===== src/rtl/asram_pkg.sv =====
`timescale 1ns/1ps
package asram_pkg;

   typedef enum logic [2:0] {
      ST_IDLE     = 3'd0,
      ST_RD_ACC   = 3'd1,
      ST_RD_TA    = 3'd2,
      ST_WR_SET   = 3'd3,
      ST_WR_PULSE = 3'd4,
      ST_WR_HOLD  = 3'd5
   } asram_state_e;

   typedef struct packed {
      logic cs_n;
      logic we_n;
      logic oe_n;
      logic drive;
   } asram_pins_t;

   localparam asram_pins_t PINS_IDLE = '{cs_n: 1'b1, we_n: 1'b1, oe_n: 1'b1, drive: 1'b0};

   // whole clock cycles covering a time limit, never fewer than one
   function automatic int unsigned cycles_for(input int unsigned t_ps, input int unsigned clk_ps);
      int unsigned c;
      c = (t_ps + clk_ps - 1) / clk_ps;
      return (c == 0) ? 1 : c;
   endfunction

   // strobe pattern belonging to each sequencer state
   function automatic asram_pins_t pins_for(input asram_state_e st);
      asram_pins_t p;
      p = PINS_IDLE;
      case (st)
         ST_RD_ACC:   begin p.cs_n = 1'b0; p.oe_n = 1'b0; end
         ST_WR_SET:   begin p.cs_n = 1'b0; p.drive = 1'b1; end
         ST_WR_PULSE: begin p.cs_n = 1'b0; p.we_n = 1'b0; p.drive = 1'b1; end
         ST_WR_HOLD:  begin p.cs_n = 1'b0; p.drive = 1'b1; end
         default:     p = PINS_IDLE;
      endcase
      return p;
   endfunction

endpackage


===== src/rtl/asram_timer.sv =====
`timescale 1ns/1ps
module asram_timer #(
   parameter int unsigned CNT_W = 2
) (
   input  logic             clk,
   input  logic             rst_n,
   input  logic             load,
   input  logic [CNT_W-1:0] load_val,
   output logic             expired
);

   logic [CNT_W-1:0] cnt_q;

   always_ff @(posedge clk or negedge rst_n) begin
      if (!rst_n) begin
         cnt_q <= '0;
      end else if (load) begin
         cnt_q <= load_val;
      end else if (cnt_q != '0) begin
         cnt_q <= cnt_q - 1'b1;
      end
   end

   assign expired = (cnt_q == '0);


   tmr_reload_chk: assert property (@(posedge clk) disable iff (!rst_n)
      load |=> (cnt_q == $past(load_val)));

endmodule


===== src/rtl/asram_seq.sv =====
`timescale 1ns/1ps
module asram_seq
   import asram_pkg::*;
#(
   parameter int unsigned CNT_W  = 2,
   parameter int unsigned RD_CYC = 3,
   parameter int unsigned WP_CYC = 2,
   parameter int unsigned TA_CYC = 2
) (
   input  logic             clk,
   input  logic             rst_n,
   input  logic             req_fire,
   input  logic             req_write,
   input  logic             tmr_expired,
   output logic             tmr_load,
   output logic [CNT_W-1:0] tmr_val,
   output logic             capture,
   output logic             idle,
   output asram_pins_t      pins
);

   localparam logic [CNT_W-1:0] RD_LD = CNT_W'(RD_CYC - 1);
   localparam logic [CNT_W-1:0] WP_LD = CNT_W'(WP_CYC - 1);
   localparam logic [CNT_W-1:0] TA_LD = CNT_W'(TA_CYC - 1);

   asram_state_e state_q, state_d;
   asram_pins_t  pins_q;

   always_comb begin
      state_d  = state_q;
      tmr_load = 1'b0;
      tmr_val  = '0;
      capture  = 1'b0;
      case (state_q)
         ST_IDLE: begin
            if (req_fire) begin
               if (req_write) begin
                  state_d = ST_WR_SET;
               end else begin
                  state_d  = ST_RD_ACC;
                  tmr_load = 1'b1;
                  tmr_val  = RD_LD;
               end
            end
         end
         ST_RD_ACC: begin
            if (tmr_expired) begin
               capture  = 1'b1;
               state_d  = ST_RD_TA;
               tmr_load = 1'b1;
               tmr_val  = TA_LD;
            end
         end
         ST_RD_TA: begin
            if (tmr_expired) state_d = ST_IDLE;
         end
         ST_WR_SET: begin
            state_d  = ST_WR_PULSE;
            tmr_load = 1'b1;
            tmr_val  = WP_LD;
         end
         ST_WR_PULSE: begin
            if (tmr_expired) state_d = ST_WR_HOLD;
         end
         ST_WR_HOLD: begin
            state_d = ST_IDLE;
         end
         default: state_d = ST_IDLE;
      endcase
   end

   always_ff @(posedge clk or negedge rst_n) begin
      if (!rst_n) begin
         state_q <= ST_IDLE;
         pins_q  <= PINS_IDLE;
      end else begin
         state_q <= state_d;
         pins_q  <= pins_for(state_d);
      end
   end

   assign idle = (state_q == ST_IDLE);
   assign pins = pins_q;


   rd_capture_chk: assert property (@(posedge clk) disable iff (!rst_n)
      capture |-> (!pins_q.cs_n && !pins_q.oe_n && pins_q.we_n));


   idle_quiet_chk: assert property (@(posedge clk) disable iff (!rst_n)
      idle |-> (pins_q.cs_n && !pins_q.drive));

endmodule


===== src/rtl/asram_dpath.sv =====
`timescale 1ns/1ps
module asram_dpath #(
   parameter int unsigned ADDR_W = 19,
   parameter int unsigned DATA_W = 8
) (
   input  logic              clk,
   input  logic              rst_n,
   input  logic              req_fire,
   input  logic [ADDR_W-1:0] req_addr,
   input  logic [DATA_W-1:0] req_wdata,
   input  logic              capture,
   input  logic [DATA_W-1:0] dq_in,
   output logic [ADDR_W-1:0] addr_q,
   output logic [DATA_W-1:0] wdata_q,
   output logic              rsp_valid,
   output logic [DATA_W-1:0] rsp_data
);

   always_ff @(posedge clk or negedge rst_n) begin
      if (!rst_n) begin
         addr_q  <= '0;
         wdata_q <= '0;
      end else if (req_fire) begin
         addr_q  <= req_addr;
         wdata_q <= req_wdata;
      end
   end

   always_ff @(posedge clk or negedge rst_n) begin
      if (!rst_n) begin
         rsp_valid <= 1'b0;
         rsp_data  <= '0;
      end else begin
         rsp_valid <= capture;
         if (capture) rsp_data <= dq_in;
      end
   end


   rsp_pulse_chk: assert property (@(posedge clk) disable iff (!rst_n)
      rsp_valid |=> !rsp_valid);

endmodule


===== src/rtl/asram_ctrl.sv =====
`timescale 1ns/1ps
module asram_ctrl
   import asram_pkg::*;
#(
   parameter int unsigned ADDR_W        = 19,
   parameter int unsigned DATA_W        = 8,
   parameter int unsigned CLK_PERIOD_PS = 4000,
   parameter int unsigned T_ACCESS_PS   = 10000,
   parameter int unsigned T_WPULSE_PS   = 7000,
   parameter int unsigned T_DSETUP_PS   = 5000,
   parameter int unsigned T_RELEASE_PS  = 5000,
   parameter int unsigned T_WCYCLE_PS   = 10000
) (
   input  logic              clk,
   input  logic              rst_n,
   input  logic              req_valid,
   output logic              req_ready,
   input  logic              req_write,
   input  logic [ADDR_W-1:0] req_addr,
   input  logic [DATA_W-1:0] req_wdata,
   output logic              rsp_valid,
   output logic [DATA_W-1:0] rsp_rdata,
   output logic [ADDR_W-1:0] mem_addr,
   output logic              mem_cs_n,
   output logic              mem_we_n,
   output logic              mem_oe_n,
   output logic [DATA_W-1:0] mem_dq_out,
   output logic              mem_dq_oe,
   input  logic [DATA_W-1:0] mem_dq_in
);

   localparam int unsigned RD_CYC = cycles_for(T_ACCESS_PS, CLK_PERIOD_PS);
   localparam int unsigned WP_CYC = cycles_for(T_WPULSE_PS, CLK_PERIOD_PS);
   localparam int unsigned TA_CYC = cycles_for(T_RELEASE_PS, CLK_PERIOD_PS);
   localparam int unsigned MAX_CYC = (RD_CYC > WP_CYC) ? ((RD_CYC > TA_CYC) ? RD_CYC : TA_CYC)
                                                      : ((WP_CYC > TA_CYC) ? WP_CYC : TA_CYC);
   localparam int unsigned CNT_W  = $clog2(MAX_CYC + 1);
   localparam int unsigned HZ_W   = $clog2(TA_CYC + 1);
   localparam int unsigned WE_W   = $clog2(WP_CYC + 2);
   localparam logic [HZ_W-1:0] HZ_SAT = HZ_W'(TA_CYC);
   localparam logic [WE_W-1:0] WE_LEN = WE_W'(WP_CYC);

   // elaboration-time parameter checks
   if (ADDR_W < 1 || DATA_W < 1) begin : g_bad_width
      $error("asram_ctrl: address and data widths must be positive");
   end
   if (CLK_PERIOD_PS == 0) begin : g_bad_clock
      $error("asram_ctrl: clock period must be non-zero");
   end
   if (T_DSETUP_PS > (WP_CYC + 1) * CLK_PERIOD_PS) begin : g_bad_setup
      $error("asram_ctrl: write data setup cannot be met");
   end
   if (T_WCYCLE_PS > (WP_CYC + 2) * CLK_PERIOD_PS) begin : g_bad_wcycle
      $error("asram_ctrl: write cycle time cannot be met");
   end

   logic             req_fire;
   logic             idle;
   logic             capture;
   logic             tmr_load;
   logic [CNT_W-1:0] tmr_val;
   logic             tmr_expired;
   asram_pins_t      pins;

   assign req_ready = idle;
   assign req_fire  = req_valid && idle;

   asram_timer #(.CNT_W(CNT_W)) u_timer (
      .clk      (clk),
      .rst_n    (rst_n),
      .load     (tmr_load),
      .load_val (tmr_val),
      .expired  (tmr_expired)
   );

   asram_seq #(
      .CNT_W  (CNT_W),
      .RD_CYC (RD_CYC),
      .WP_CYC (WP_CYC),
      .TA_CYC (TA_CYC)
   ) u_seq (
      .clk         (clk),
      .rst_n       (rst_n),
      .req_fire    (req_fire),
      .req_write   (req_write),
      .tmr_expired (tmr_expired),
      .tmr_load    (tmr_load),
      .tmr_val     (tmr_val),
      .capture     (capture),
      .idle        (idle),
      .pins        (pins)
   );

   asram_dpath #(.ADDR_W(ADDR_W), .DATA_W(DATA_W)) u_dpath (
      .clk       (clk),
      .rst_n     (rst_n),
      .req_fire  (req_fire),
      .req_addr  (req_addr),
      .req_wdata (req_wdata),
      .capture   (capture),
      .dq_in     (mem_dq_in),
      .addr_q    (mem_addr),
      .wdata_q   (mem_dq_out),
      .rsp_valid (rsp_valid),
      .rsp_data  (rsp_rdata)
   );

   assign mem_cs_n  = pins.cs_n;
   assign mem_we_n  = pins.we_n;
   assign mem_oe_n  = pins.oe_n;
   assign mem_dq_oe = pins.drive;

   // ---------------- checks on the pin behaviour ----------------
   logic [HZ_W-1:0] hz_cnt;
   logic [WE_W-1:0] we_cnt;

   always_ff @(posedge clk or negedge rst_n) begin
      if (!rst_n) begin
         hz_cnt <= HZ_SAT;
         we_cnt <= '0;
      end else begin
         if (!mem_cs_n && !mem_oe_n && mem_we_n) hz_cnt <= '0;
         else if (hz_cnt != HZ_SAT)               hz_cnt <= hz_cnt + 1'b1;
         if (mem_we_n)            we_cnt <= '0;
         else if (we_cnt != '1)   we_cnt <= we_cnt + 1'b1;
      end
   end


   oe_high_in_write_chk: assert property (@(posedge clk) disable iff (!rst_n)
      !mem_we_n |-> (mem_oe_n && !mem_cs_n));


   we_width_chk: assert property (@(posedge clk) disable iff (!rst_n)
      $rose(mem_we_n) |-> (we_cnt == WE_LEN));


   drive_in_write_chk: assert property (@(posedge clk) disable iff (!rst_n)
      !mem_we_n |-> mem_dq_oe);


   drive_lead_chk: assert property (@(posedge clk) disable iff (!rst_n)
      $fell(mem_we_n) |-> $past(mem_dq_oe));


   addr_stable_chk: assert property (@(posedge clk) disable iff (!rst_n)
      (!mem_cs_n && $past(!mem_cs_n)) |-> $stable(mem_addr));


   no_contention_chk: assert property (@(posedge clk) disable iff (!rst_n)
      mem_dq_oe |-> (mem_oe_n && (hz_cnt == HZ_SAT)));

endmodule


===== config.mk =====
export PLATFORM = sky130hd
export DESIGN_NAME = asram_ctrl
export DESIGN_NICKNAME = d
export VERILOG_FILES = /design/src/rtl/asram_pkg.sv /design/src/rtl/asram_timer.sv /design/src/rtl/asram_seq.sv /design/src/rtl/asram_dpath.sv /design/src/rtl/asram_ctrl.sv
export SDC_FILE = /design/constraint.sdc
export NUM_CORES = 1
export LEC_CHECK = 0
export ABC_AREA = 1
export BUFFER_PORTS_ARGS = -buffer_cell sky130_fd_sc_hd__buf_2
export CAP_MARGIN = 20
export CORE_ASPECT_RATIO = 1.5
export CORE_MARGIN = 2
export CORE_UTILIZATION = 46
export DETAILED_ROUTE_END_ITERATION = 8
export MAX_ROUTING_LAYER = met4
export PLACE_DENSITY_LB_ADDON = 0.15
export SYNTH_ARGS = -nofsm -noshare
export SYNTH_HDL_FRONTEND = slang
export SYNTH_SLANG_ARGS = --single-unit

===== constraint.sdc =====
create_clock -name clk -period 1.72 [get_ports clk]
set_input_delay 0.344 -clock clk [delete_from_list [all_inputs] [get_ports clk]]
set_output_delay 0.344 -clock clk [all_outputs]
set_load 0.02 [all_outputs]

======== After elaboration in Yosys (flattened, before gate mapping) ========
Cells that the tools add are included.
Widths: inputs -> output; s select.
word-level totals
  bits of input ports ..................... 39
  word-level logic and storage cells ...... 47
  bits in registers ....................... 45
cells by class
  muxes and demuxes ....................... 21
  reduce and logical (&&, ||, !) cells .... 7
  equality and inequality tests ........... 8
  add/subtract/negate cells ............... 1
operators by type and width
  cell                 number
  $pmux 3 s5           1
  $mux 3               4
  $mux 2               5
  $eq 3x2->1 const B   3
  $eq 3x3->1 const B   3
  $mux 1               9
  $eq 3x1->1 const B   2
  $pmux 2 s3           1
  $reduce_bool 2->1    2
  $reduce_or 4->1      1
  $logic_not 3->1      1
  $pmux 1 s3           1
  $reduce_or 3->1      1
  $logic_not 2->1      1
  $sub 2x1->2 const B  1
  $logic_and 1x1->1    1

======== Longest topological paths before layout ========
  depth after elaboration ................. 7
  mapped depth ............................ 7

======== Cells and area by module ========
A second synthesis with hierarchy kept.
second synthesis, totals
  cell total of the unflattened synthesis .. 209
  area total of the unflattened synthesis .. 1861.8 um2
modules (own cells, without submodules)
  module       instances  cells each  seq. area each (um2)  area each (um2)
  asram_dpath  1          149         900.9                 1383.8
  asram_seq    1          41          178.9                 350.3
  asram_timer  1          17          50.0                  120.1
  asram_ctrl   1          2           0.0                   7.5

======== Worst setup path after synthesis ========
OpenSTA, ideal clock, no wires.
  kind .................................... register -> register
  from .................................... reg u_timer.cnt_q[0]
  to ...................................... reg u_dpath.rsp_data[0]
  arrival ................................. 1168 ps
  library setup time ...................... 117 ps
  cell stages (with the launch flop) ...... 8
  slack ................................... 435 ps
  cells stage by stage .................... dfrtp_1 inv_1 ha_1 inv_1 nor3_2 inv_1 nand2_1 nand2_1
on the way
  cells in the longest elaborated chain, start to end .. 3
RTL lines
  what                    line               RTL
  start, declared         asram_timer.sv:12  logic [CNT_W-1:0] cnt_q;
  start signal, assigned  asram_timer.sv:18  cnt_q <= load_val;
  start signal, assigned  asram_timer.sv:20  cnt_q <= cnt_q - 1'b1;
  $logic_not 2->1         asram_timer.sv:24  assign expired = (cnt_q == '0);
  $mux 1                  asram_seq.sv:47    if (tmr_expired) begin
  $mux 1                  asram_seq.sv:34    case (state_q)
  end signal, assigned    asram_dpath.sv:35  if (capture) rsp_data <= dq_in;
  end, declared           asram_dpath.sv:16  output logic [DATA_W-1:0] rsp_data
Every way passes these cells.
A chain may end at the register's enable or synchronous reset.

======== Final worst setup path ========
  from .................................... reg u_seq.state_q[1]
  to ...................................... out req_ready
on the way
  cells in the longest elaborated chain, start to end .. 1
RTL lines
  what                    line              RTL
  start, declared         asram_seq.sv:26   asram_state_e state_q, state_d;
  start signal, assigned  asram_seq.sv:77   state_q <= state_d;
  $logic_not 3->1         asram_seq.sv:82   assign idle = (state_q == ST_IDLE);
  end, declared           asram_ctrl.sv:17  output logic req_ready,
Every way passes these cells.

==> results.json <==
{
  "outcome": "finished clean",
  "hpwl_mm": 2.694,
  "gp_congestion": 0.7610,
  "endpoint_kind": "output pin",
  "num_vias": 1508,
  "synth-seq-cells": 45,
  "drv_cap": 0,
  "netlist_instances": 198,
  "nNetsFinal": 321,
  "final_cell_mix": "nand2_1 (116), buf_2 (79), dfrtp_1 (42)",
  "cts_root_buf": "clkbuf_8",
  "areaGrowthSynthToFinish_pct": 29.51,
  "synth_nets": 238,
  "crit_fanout": 5,
  "cts_inserted_buffers": 5,
  "grt.total_usage_pct": 19.01,
  "grt_start_max_net_pins": 46,
  "final_common_cell": "nand2_1",
  "r2r_start": "u_timer.cnt_q[0]",
  "drive_gt1_share_pct": 35.11,
  "die_h_um": 80.65,
  "overflow": 0,
  "route.detailed.drc": 0,
  "busiest_layer": "met2",
  "routedWlPerCell_um": 11.49,
  "syn_area_um2": 1802,
  "worst_slew_pin_slew_ps": 277.5,
  "io_pins": 80,
  "first_iter_violations": 19,
  "n_antenna_cell": 0,
  "required_ps": 1380,
  "path_clk_slew_ps": 80,
  "arrival_ps": 1180,
  "dieWidth_um": 55.10,
  "fin_crit_sh_pct": 88.85,
  "hold_class": "input pin to asynchronous set/reset pin",
  "hold_viol_final": 0,
  "ant_nets": 0,
  "tns_ps": 0,
  "criticalPathCategory": "register to output pin",
  "yosysWarnings": 0,
  "start_kind": "register",
  "globalRouteMet3Util_pct": 4.461,
  "design.core.area_um2": 3716,
  "post-cts-setup-buffers": 0,
  "cts_resized": 0,
  "pwr_density_cell_nw_per_um2": 2019,
  "vdd_ir_drop_max_uv": 1127,
  "rsz0062_at_grt": "no",
  "cts.path.max_buffers": 2,
  "fin_util_pct": 62.79,
  "numClockSinks": 45,
  "r2r_slack_ps": 200,
  "cts_tree": "done",
  "grtUsageMet2_pct": 31.43,
  "clock_latency_ps": 290,
  "cts_hold_buf": 0,
  "worstRegToRegCells": 7,
  "antenna_found_initial": 0,
  "period_needed_ps": 1528,
  "drv_slew": 0,
  "r2r-end": "u_dpath.rsp_data[3]",
  "start_util_pct": 48.48,
  "dr.pass1.iters": 4,
  "drt-vias-per-instance": 4.640,
  "row_count": 27,
  "grtUsageMet1_pct": 21.32,
  "routed_wl_mm": 3.733,
  "ctsHtreeMaxLevel": 2,
  "io_buffers": 79,
  "grt_pass1_wl_mm": 5.858,
  "yosysSeqAreaShare_pct": 62.71,
  "grt_pass1_vias": 1354,
  "synth.distinct_cells": 22,
  "avgSynthCellArea_um2": 9.100,
  "setup_violations": 0,
  "die_area_um2": 4444,
  "fmax_mhz": 654.3,
  "clock_skew_ps": 4.544,
  "slew_headroom_pct": 81.43,
  "leakage_nw": 1.383
}
cells in the mapped netlist, drive strengths merged:
cell / instances / area [um2]
nand2: 116 / 435.4
xor2: 1 / 8.760
nor3: 1 / 10.01
buf: 5 / 40.04
a21oi: 1 / 5.000
nand3: 6 / 47.55
clkbuf: 1 / 13.76
o21ai: 1 / 5.000
o22ai: 2 / 12.51
dfrtp: 42 / 1051
dfstp: 3 / 78.83
inv: 9 / 36.29
o211ai: 1 / 7.510
ha: 1 / 12.51
nor2: 8 / 37.54
critical path, stage by stage, from the launching register on:
cell and delay [ps]:
dfrtp_1 460, nor2_4 170, nand2_1 60, inv_1 40
buf_2 150
where the power goes:
part | internal, W | switching (W)
combinational | 0.000726 | 0.00144
clock | 0.000363 | 0.000332
sequential | 0.00158 | 0.000266
area by class of cell:
| class | count | area, um2 |
|---|---|---|
| tap | 43 | 53.80 |
| clock inverter | 1 | 5.005 |
| timing repair buffer | 82 | 430.4 |
| clock buffer | 7 | 96.34 |
| multi-input combinational | 138 | 581.8 |
| sequential | 45 | 1130 |
| inverter | 9 | 36.28 |
| fill | 337 | 1383 |
logic make-up (layout without fill, tap and decap cells):
group / Yosys count / count (layout) / share of synthesized area [%]
AND/OR/NAND/NOR: 131 / 131 / 29.45
XOR/XNOR: 1 / 1 / 0.4862
flip-flops: 45 / 45 / 62.71
adder cells (fa/ha/maj): 1 / 1 / 0.6943
buffers and inverters: 15 / 99 / 5.000
AO/OA/AOI/OAI: 5 / 5 / 1.666
how the worst max path moves through the flow:
stage	slack, ps	to	from	cells after the start
after global placement	290	u_dpath.rsp_data[7]	u_timer.cnt_q[0]	7
after global routing	50	u_dpath.rsp_data[7]	u_timer.cnt_q[0]	7
after CTS	180	req_ready	u_seq.state_q[1]	4
after floorplan	430	u_dpath.rsp_data[0]	u_timer.cnt_q[0]	7
final	190	req_ready	u_seq.state_q[1]	4
after detailed placement	190	u_dpath.rsp_data[3]	u_timer.cnt_q[0]	7
metal layers:
layer  routed length (um)  part of all wire, %  vias to the layer above
met3                  239                  6.4                        8
li1                     -                    -                      767
met5                    0                    0                        -
met1                 1558                   42                      676
met2                 1865                   50                       57
met4                   70                  1.9                        0
per-stage QoR:
stage / hold WS, ps / setup slack [ps] / area [um2] / instances / power, W
final: 11.12 / 191.7 / 2333 / 325 / 0.004711
after global routing: 30.53 / 51.53 / 2333 / 325 / 0.005115
after CTS: 18.54 / 176.5 / 2333 / 325 / 0.004790
after detailed placement: 340.6 / 193.9 / 2232 / 317 / 0.004072
after global placement: 344.7 / 291.5 / 2232 / 317 / 0.004027
after floorplan: 48.41 / 434.5 / 1802 / 198 / 0.003380
sequential cells by signal, indices dropped and copies added (netlist names):
name               cells
u_dpath.wdata_q        8
u_dpath.rsp_data       8
u_seq.pins             4
u_dpath.rsp_valid      1
u_dpath.addr_q        19
u_timer.cnt_q          2
u_seq.state_q          3
No activity file was read; power rests on OpenSTA's default activity.
